==> src/rtl/hpm_pkg.sv <==
package hpm_pkg;
  typedef enum logic {
    FOP_READ  = 1'b0,
    FOP_WRITE = 1'b1
  } flash_op_e;
endpackage

==> src/rtl/hpm_heat.sv <==
module hpm_heat
  import hpm_pkg::*;
#(
  parameter  int NUM_PAGES = 16,
  parameter  int CNT_W     = 4,
  parameter  int EPOCH_W   = 16,
  localparam int PAGE_W    = $clog2(NUM_PAGES)
) (
  input  logic               clk,
  input  logic               rst_n,
  input  logic [CNT_W-1:0]   cfg_hot_thresh,
  input  logic [EPOCH_W-1:0] cfg_epoch_len,
  input  logic               acc_valid,
  input  logic [PAGE_W-1:0]  acc_page,
  input  logic               ack_valid,
  input  logic [PAGE_W-1:0]  ack_page,
  output logic               promo_valid,
  output logic [PAGE_W-1:0]  promo_page
);
  localparam logic [CNT_W-1:0] CNT_MAX = '1;

  // epoch timer
  logic [EPOCH_W-1:0] ep_q, ep_d;
  logic               decay;

  always_comb begin
    decay = (cfg_epoch_len != '0) && (ep_q >= cfg_epoch_len - EPOCH_W'(1));
    if (cfg_epoch_len == '0 || decay) ep_d = '0;
    else                              ep_d = ep_q + EPOCH_W'(1);
  end

  always_ff @(posedge clk or negedge rst_n) begin
    if (!rst_n) ep_q <= '0;
    else        ep_q <= ep_d;
  end

  // promotion decision for the accessed page
  logic [CNT_W-1:0]     cnt_q [NUM_PAGES];
  logic [NUM_PAGES-1:0] pend_q, pend_d;
  logic [CNT_W-1:0]     sel_old, sel_base, sel_new;
  logic                 sel_ack, fire;

  always_comb begin
    sel_old  = cnt_q[acc_page];
    sel_base = decay ? (sel_old >> 1) : sel_old;
    sel_new  = (sel_base != CNT_MAX) ? sel_base + CNT_W'(1) : sel_base;
    sel_ack  = ack_valid && (ack_page == acc_page);
    fire     = acc_valid && (sel_new >= cfg_hot_thresh) &&
               !(pend_q[acc_page] && !sel_ack);
  end

  // per-page heat counter and pending bit
  for (genvar g = 0; g < NUM_PAGES; g++) begin : g_page
    logic [CNT_W-1:0] base, cnt_d;
    logic             hit_pg, ack_pg, cnt_en;

    assign hit_pg = acc_valid && (acc_page == PAGE_W'(g));
    assign ack_pg = ack_valid && (ack_page == PAGE_W'(g));
    assign base   = decay ? (cnt_q[g] >> 1) : cnt_q[g];
    assign cnt_d  = (hit_pg && base != CNT_MAX) ? base + CNT_W'(1) : base;
    assign cnt_en = decay || hit_pg;
    assign pend_d[g] = (pend_q[g] && !ack_pg) || (fire && hit_pg);

    always_ff @(posedge clk or negedge rst_n) begin
      if (!rst_n)      cnt_q[g] <= '0;
      else if (cnt_en) cnt_q[g] <= cnt_d;
    end
  end

  always_ff @(posedge clk or negedge rst_n) begin
    if (!rst_n) pend_q <= '0;
    else        pend_q <= pend_d;
  end

  logic              pv_q;
  logic [PAGE_W-1:0] pp_q;

  always_ff @(posedge clk or negedge rst_n) begin
    if (!rst_n) begin
      pv_q <= 1'b0;
      pp_q <= '0;
    end else begin
      pv_q <= fire;
      if (fire) pp_q <= acc_page;
    end
  end

  assign promo_valid = pv_q;
  assign promo_page  = pp_q;
endmodule

==> src/rtl/hpm_flash_est.sv <==
module hpm_flash_est
  import hpm_pkg::*;
#(
  parameter  int DEPTH  = 8,
  parameter  int LAT_W  = 20,
  parameter  int PAGE_W = 4,
  localparam int EST_W  = LAT_W + $clog2(DEPTH + 1)
) (
  input  logic              clk,
  input  logic              rst_n,
  input  logic [LAT_W-1:0]  cfg_rd_lat,
  input  logic [LAT_W-1:0]  cfg_wr_lat,
  input  logic [LAT_W-1:0]  cfg_cs_cost,
  input  logic              acc_valid,
  input  logic [PAGE_W-1:0] acc_page,
  input  logic              acc_write,
  input  logic              acc_hit,
  input  logic              flash_done,
  output logic              hint_valid,
  output logic [PAGE_W-1:0] hint_page,
  output logic [EST_W-1:0]  hint_est
);
  localparam int PTR_W = $clog2(DEPTH);
  localparam int USE_W = $clog2(DEPTH + 1);
  localparam logic [USE_W-1:0] FULL = USE_W'(DEPTH);

  logic [LAT_W-1:0] lat_mem [DEPTH];
  logic [PTR_W-1:0] rd_q, rd_d, wr_q, wr_d;
  logic [USE_W-1:0] used_q, used_d;
  logic [LAT_W-1:0] head_q, head_d;
  logic [EST_W-1:0] tail_q, tail_d;

  flash_op_e        op;
  logic             miss, push, pop, raise;
  logic [LAT_W-1:0] new_lat, next_lat;
  logic [EST_W-1:0] est;

  always_comb begin
    op       = acc_write ? FOP_WRITE : FOP_READ;
    new_lat  = (op == FOP_WRITE) ? cfg_wr_lat : cfg_rd_lat;
    miss     = acc_valid && !acc_hit;
    est      = EST_W'(head_q) + tail_q + EST_W'(new_lat);
    raise    = miss && (est > EST_W'(cfg_cs_cost));
    push     = miss && (used_q != FULL);
    pop      = flash_done && (used_q != '0);
    next_lat = lat_mem[rd_q + PTR_W'(1)];

    head_d = (used_q != '0 && head_q != '0) ? head_q - LAT_W'(1) : head_q;
    tail_d = tail_q;
    if (pop) begin
      if (used_q >= USE_W'(2)) begin
        head_d = next_lat;
        tail_d = tail_q - EST_W'(next_lat) + (push ? EST_W'(new_lat) : '0);
      end else begin
        head_d = push ? new_lat : '0;
      end
    end else if (push) begin
      if (used_q == '0) head_d = new_lat;
      else              tail_d = tail_q + EST_W'(new_lat);
    end

    rd_d   = pop  ? rd_q + PTR_W'(1) : rd_q;
    wr_d   = push ? wr_q + PTR_W'(1) : wr_q;
    used_d = used_q + (push ? USE_W'(1) : '0) - (pop ? USE_W'(1) : '0);
  end

  always_ff @(posedge clk) begin
    if (push) lat_mem[wr_q] <= new_lat;
  end

  always_ff @(posedge clk or negedge rst_n) begin
    if (!rst_n) begin
      rd_q   <= '0;
      wr_q   <= '0;
      used_q <= '0;
      head_q <= '0;
      tail_q <= '0;
    end else begin
      rd_q   <= rd_d;
      wr_q   <= wr_d;
      used_q <= used_d;
      head_q <= head_d;
      tail_q <= tail_d;
    end
  end

  logic              hv_q;
  logic [PAGE_W-1:0] hp_q;
  logic [EST_W-1:0]  he_q;

  always_ff @(posedge clk or negedge rst_n) begin
    if (!rst_n) begin
      hv_q <= 1'b0;
      hp_q <= '0;
      he_q <= '0;
    end else begin
      hv_q <= raise;
      if (raise) begin
        hp_q <= acc_page;
        he_q <= est;
      end
    end
  end

  assign hint_valid = hv_q;
  assign hint_page  = hp_q;
  assign hint_est   = he_q;
endmodule

==> src/rtl/hp_promo_hint.sv <==
module hp_promo_hint #(
  parameter  int NUM_PAGES = 16,
  parameter  int CNT_W     = 4,
  parameter  int EPOCH_W   = 16,
  parameter  int LAT_W     = 20,
  parameter  int Q_DEPTH   = 8,
  localparam int PAGE_W    = $clog2(NUM_PAGES),
  localparam int EST_W     = LAT_W + $clog2(Q_DEPTH + 1)
) (
  input  logic               clk,
  input  logic               rst_n,
  input  logic [CNT_W-1:0]   cfg_hot_thresh,
  input  logic [EPOCH_W-1:0] cfg_epoch_len,
  input  logic [LAT_W-1:0]   cfg_rd_lat,
  input  logic [LAT_W-1:0]   cfg_wr_lat,
  input  logic [LAT_W-1:0]   cfg_cs_cost,
  input  logic               acc_valid,
  input  logic [PAGE_W-1:0]  acc_page,
  input  logic               acc_write,
  input  logic               acc_hit,
  input  logic               flash_done,
  input  logic               promo_ack,
  input  logic [PAGE_W-1:0]  promo_ack_page,
  output logic               promo_valid,
  output logic [PAGE_W-1:0]  promo_page,
  output logic               hint_valid,
  output logic [PAGE_W-1:0]  hint_page,
  output logic [EST_W-1:0]   hint_est
);
  hpm_heat #(
    .NUM_PAGES(NUM_PAGES),
    .CNT_W    (CNT_W),
    .EPOCH_W  (EPOCH_W)
  ) u_heat (
    .clk           (clk),
    .rst_n         (rst_n),
    .cfg_hot_thresh(cfg_hot_thresh),
    .cfg_epoch_len (cfg_epoch_len),
    .acc_valid     (acc_valid),
    .acc_page      (acc_page),
    .ack_valid     (promo_ack),
    .ack_page      (promo_ack_page),
    .promo_valid   (promo_valid),
    .promo_page    (promo_page)
  );

  hpm_flash_est #(
    .DEPTH (Q_DEPTH),
    .LAT_W (LAT_W),
    .PAGE_W(PAGE_W)
  ) u_est (
    .clk        (clk),
    .rst_n      (rst_n),
    .cfg_rd_lat (cfg_rd_lat),
    .cfg_wr_lat (cfg_wr_lat),
    .cfg_cs_cost(cfg_cs_cost),
    .acc_valid  (acc_valid),
    .acc_page   (acc_page),
    .acc_write  (acc_write),
    .acc_hit    (acc_hit),
    .flash_done (flash_done),
    .hint_valid (hint_valid),
    .hint_page  (hint_page),
    .hint_est   (hint_est)
  );
endmodule

==> config.mk <==
export PLATFORM = sky130hd
export DESIGN_NAME = hp_promo_hint
export DESIGN_NICKNAME = d
export VERILOG_FILES = /design/src/rtl/hpm_pkg.sv /design/src/rtl/hpm_heat.sv /design/src/rtl/hpm_flash_est.sv /design/src/rtl/hp_promo_hint.sv
export SDC_FILE = /design/constraint.sdc
export NUM_CORES = 1
export LEC_CHECK = 0
export BUFFER_PORTS_ARGS = -buffer_cell sky130_fd_sc_hd__buf_2
export CORE_UTILIZATION = 67
export CTS_CLUSTER_SIZE = 28
export DETAILED_ROUTE_END_ITERATION = 6
export PLACE_DENSITY = 0.93
export SKIP_CTS_REPAIR_TIMING = 1
export SYNTH_ARGS = -nofsm -noshare
export SYNTH_HDL_FRONTEND = slang
export SYNTH_HIERARCHICAL = 1
export SYNTH_SLANG_ARGS = --single-unit
==> constraint.sdc <==
create_clock -name clk -period 10.9 [get_ports clk]
set_input_delay 1.09 -clock clk [delete_from_list [all_inputs] [get_ports clk]]
set_output_delay 1.09 -clock clk [all_outputs]
set_load 0.02 [all_outputs]
Word-level counts from Yosys, hierarchy flattened
Memory sizes are Yosys's and may differ from the RTL's.
Index checks and enable logic that the tools add are counted.
Widths: inputs -> output; s select.
- register bits after elaboration: 184
- memory bits (writable): 160
- memories: 1
- logic and storage cells: 324
- bits of input ports: 95
- memories (name ; words ; width ; read ports ; clocked after memory_dff ; write ports ; line ; RTL):
    u_est.lat_mem ; 8 ; 20 ; 1 ; 0 ; 1 ; hpm_flash_est.sv:27 ; logic [LAT_W-1:0] lat_mem [DEPTH];
- bitwise operators: 1
- $lt $le $gt $ge: 6
- add/sub/neg operators: 29
- eq/ne operators: 51
- mux-type cells: 57
- reductions and logical operators: 151
- operators with widths (cell ; number):
    $mux 20 ; 8
    $mux 4 ; 36
    $mux 24 ; 4
    $logic_and 1x1->1 ; 90
    $ne 4x4->1 const B ; 18
    $add 4x1->4 const B ; 17
    $eq 4x4->1 const B ; 16
    $add 24x20->24 ; 2
    $logic_or 1x1->1 ; 33
    $eq 4x3->1 const B ; 8
    $add 20x24->24 ; 1
    $add 24x24->24 ; 1
    $gt 24x20->1 ; 1
    $sub 24x20->24 ; 1
    $reduce_bool 20->1 ; 1
    $sub 20x1->20 const B ; 1
    $logic_not 1->1 ; 19
    $add 16x1->16 const B ; 1
    $bmux 4 s4 ; 1
    $eq 4x2->1 const B ; 4
    $ge 16x16->1 ; 1
    $logic_not 16->1 ; 1
    $mux 16 ; 1
    $reduce_bool 16->1 ; 1
    other kinds (19) ; 28

Depth between registers and ports, before layout
- depth after elaboration: 12
- gate-level depth with buffers: 28
- mapped depth without buffers: 24

Cells and area by module
The synthesis kept the hierarchy.
- modules (own cells, without submodules) (module ; instances ; sequential area each (um^2) ; cells an instance ; area each (um^2)):
    hpm_flash_est ; 1 ; 6881.6 ; 1303 ; 15122.0
    hpm_heat ; 1 ; 2527.4 ; 831 ; 7897.6

Least setup slack after synthesis
Ideal clock, no wire load.
- path type: in2reg
- start point: input acc_write
- end point: register u_est.he_q[0], in the netlist u_est/hint_est[0]
- stages on the path: 24
- setup time: 127 ps
- path buffers: 2
- slack: 4572 ps
- data arrival time: 6200 ps
- cell sequence: clkbuf_1 > mux2_2 > inv_1 > fa_1 > inv_1 > ha_1 > inv_1 > fa_1 > nor2b_1 > o31a_1 > or4_1 > a31oi_1 > o21bai_1 > xor2_1 > ha_1 > a21oi_1 > o21ai_0 > a2111oi_0 > o211ai_1 > o211a_1 > a21oi_1 > a31oi_4 > buf_6 > mux2_1
- word-level cells in the longest chain between the ends: 5
- RTL lines (element ; line ; RTL):
    start, declared ; hp_promo_hint.sv:19 ; input logic acc_write,
    $mux 1 ; hpm_flash_est.sv:39 ; op = acc_write ? FOP_WRITE : FOP_READ;
    $mux 20 ; hpm_flash_est.sv:40 ; new_lat = (op == FOP_WRITE) ? cfg_wr_lat : cfg_rd_lat;
    named net u_est.new_lat[1] ; hpm_flash_est.sv:35 ; logic [LAT_W-1:0] new_lat, next_lat;
    $add 24x20->24 ; hpm_flash_est.sv:42 ; est = EST_W'(head_q) + tail_q + EST_W'(new_lat);
    named net u_est.est[11] ; hpm_flash_est.sv:36 ; logic [EST_W-1:0] est;
    $gt 24x20->1 ; hpm_flash_est.sv:43 ; raise = miss && (est > EST_W'(cfg_cs_cost));
    $logic_and 1x1->1 ; hpm_flash_est.sv:43 ;
    end signal, assigned ; hpm_flash_est.sv:100 ; he_q <= est;
    end, declared ; hpm_flash_est.sv:89 ; logic [EST_W-1:0] he_q;
The timed path passes the listed nets, and every way through them passes these cells.
A chain may end at the register's enable or synchronous reset.

Final worst setup path
- start point: input acc_write
- end point: register u_est.he_q[4], in the netlist u_est/hint_est[4]
The elaborated chain is that of the path after synthesis.

==> results.py <==
metrics = {
    "setup_path": {
        "required_ps": 11300,
        "cp-end-kind": "flip-flop",
        "critical_path_class": "primary input to flip-flop",
        "critPathArrivalTime_ps": 7310,
        "startpoint_type": "primary input",
        "crit_path_max_fanout": 28,
        "crit_path_start": "acc_write",
        "r2r-start": "u_est/rd_q[0]",
    },
    "logic_synthesis": {
        "ys_warn_count": 6,
        "ys_seq_area_share_pct": 40.9,
        "synth_top_family_by_area": "simple AND/OR/NAND/NOR gates",
        "ys_types": 82,
        "synthMuxAreaShare_pct": 12.4,
        "synth-simple-area-share_pct": 13.7,
        "synth.top_cells.by_area": "edfxtp_1, dfrtp_1, ha_1",
        "synth-edff-count": 160,
        "netlist_instances": 2134,
        "synth_compound_area_share_pct": 13.1,
        "synthArstFlopShare_pct": 53.5,
        "synth.largest_area_cell": "edfxtp_1",
        "synth_top_area_share_pct": 20.9,
        "ys_ff_latch": 344,
        "synth_ff_type": "dfrtp_1",
        "syn-num-nets": 2409,
        "synth_xor_area_share_pct": 4.91,
        "avgSynthCellArea_sq_um": 10.8,
        "synth_fa_ha_area_share_pct": 11.2,
        "syn_area_sq_um": 23000,
    },
    "min_path": {
        "hold_path_class": "flip-flop to flip-flop",
        "hp-start": "u_est/hint_est[2]",
    },
    "sta": {
        "slew_headroom_pct": 29.7,
        "slew_violations": 0,
        "finalSetupTns_ps": 0,
        "worstMarginPinSlew_ps": 1050,
        "hold_violations": 0,
        "max_freq_ghz": 0.145,
        "min_period_over_period_pct": 63.3,
        "setup_violations": 0,
        "skew_ps": 26.6,
        "fin_ws_ps": 4000,
        "period_needed_ps": 6900,
        "rsz0062_at_grt": "false",
    },
    "grt": {
        "antenna_found_initial": 0,
        "grt_max_degree": 100,
        "grt_pass1_vias": 18900,
        "grt_util_all_layers_pct": 35.9,
        "grt_pass1_wl_microns": 99500,
        "overflow": 0,
    },
    "placement": {
        "gp_congestion": 0.967,
        "dp_hpwl_microns": 42700,
        "post-place-ws_ps": 3650,
        "placed_area_sq_um": 24100,
        "io_buffers": 128,
    },
    "run_status": {
        "status": "finished, violations left",
        "violations": "DRC",
    },
    "layout": {
        "drive_above_1_share_pct": 17.3,
        "final_area_sq_um": 25400,
        "register_area_sq_um": 9410,
        "area_growth_pct": 10.2,
        "fillCellCount": 2099,
        "antennaDiodeCount": 0,
        "nNetsFinal": 2515,
        "multi_input_area_sq_um": 12800,
        "mostFrequentLayoutCells": "nand2_1, dfrtp_1, edfxtp_1",
    },
    "floorplanning": {
        "rows": 67,
        "start_util_pct": 68.3,
        "num_io_pins": 129,
        "coreArea_sq_um": 33700,
        "die_h_microns": 187,
        "die_x_microns": 187,
        "dieArea_sq_um": 35100,
    },
    "drt": {
        "final_antenna_net_count": 0,
        "viasPerCell": 6.90,
        "routed_wl_microns": 62500,
        "drc_errors": 2,
        "firstDrtPassIters": 7,
        "post_drt_wl_per_cell_microns": 23.0,
        "drt-initial-drc-count": 2362,
        "num_vias": 18800,
    },
    "clocking": {
        "cts-root-buf": "clkbuf_16",
        "htree_num_levels": 2,
        "cts_sinks": 344,
        "cts_buffers": 38,
        "cts.reportedPaths.clkPinSlew_ps": 60,
        "cts_tree": "done",
        "clockBufferDepth": 3,
        "clk-insertion-delay-late_ps": 550,
    },
    "flow_run": {
        "drv_cap": 0,
    },
}
## metal layers
metal,GRT usage [%],up-vias,wire length (microns)
met1,42.0,9104,21700
met5,0,-,0
li1,-,8170,-
met4,20.0,0,3790
met3,6.21,328,5540
met2,62.6,1148,31400
## cell families (layout without fill, tap and decap cells)
family | Yosys count | count (layout)
simple gates | 625 | 625
fa+ha+maj | 180 | 180
buf+inv | 219 | 355
xor+xnor | 129 | 129
mux | 187 | 187
flops | 344 | 344
compound gates | 450 | 450
## sequential cells by signal (all words and copies together), names as in the netlist
signal and count:
u_est/tail_q 24, u_heat/promo_valid 1, u_heat/promo_page 4, u_est/hint_valid 1, u_heat/pend_q 16, u_heat/ep_q 16, u_est/head_q 20, u_est/used_q 4
u_est/hint_page 4, u_est/lat_mem 160, u_est/rd_q 3, u_heat/cnt_q 64, u_est/wr_q 3, u_est/hint_est 24
## through the flow
step                hold WS, ps  std cells  util (%)
finish                      482       2718      75.3
global route                492       2718      75.3
CTS                         485       2717      75.2
detailed placement          477       2647      71.4
global placement            464       2647      71.4
floorplan                   450       2134         -
## worst max-delay path, stage by stage
cell	delay, ps
buf_2	440
mux2_2	420
inv_1	160
fa_1	510
inv_1	40
ha_1	220
inv_1	80
fa_1	210
nor2b_1	70
o31a_1	270
or4_1	450
a31oi_1	340
o21bai_1	140
xor2_1	170
ha_1	320
a21oi_1	150
o21ai_0	110
a2111oi_0	530
o211ai_1	180
o211a_1	230
a21oi_1	270
a31oi_4	400
mux2_1	480
## final timing paths
kind	endpoint	slack, ps	cells past startpoint
setup / recovery	u_est/hint_est[4]	4000	23
hold / removal	u_est/hint_est[2]	480	1
setup reg to reg	u_est/tail_q[22]	4910	14
hold reg to reg	u_est/hint_est[2]	480	1
max in group asynchronous	u_est/hint_est[9]	8300	3
min in group asynchronous	u_heat/ep_q[3]	600	1
## cells in the mapped netlist (32+ instances only)
cell type / number
inv_1: 133
dfrtp_1: 184
nor3_1: 34
o21ai_0: 111
nand2_1: 183
mux2_1: 39
fa_1: 43
xor2_1: 48
nand4_1: 32
ha_1: 137
clkbuf_1: 47
nand3_1: 85
a21oi_1: 88
nor2_1: 128
mux4_2: 62
edfxtp_1: 160
mux2_2: 62
o211ai_1: 40
xnor2_1: 81
## area by class of cell
type	count	share of cell area (%)
multi-input combinational	1571	50.4
timing repair buffer	150	3.23
sequential	344	37.1
tap	448	2.21
clock inverter	22	1.09
clock buffer	48	4.02
inverter	135	2.00
Power is not shown: default switching activity piles up to over one toggle a cycle in this logic, so the estimate is an artifact.
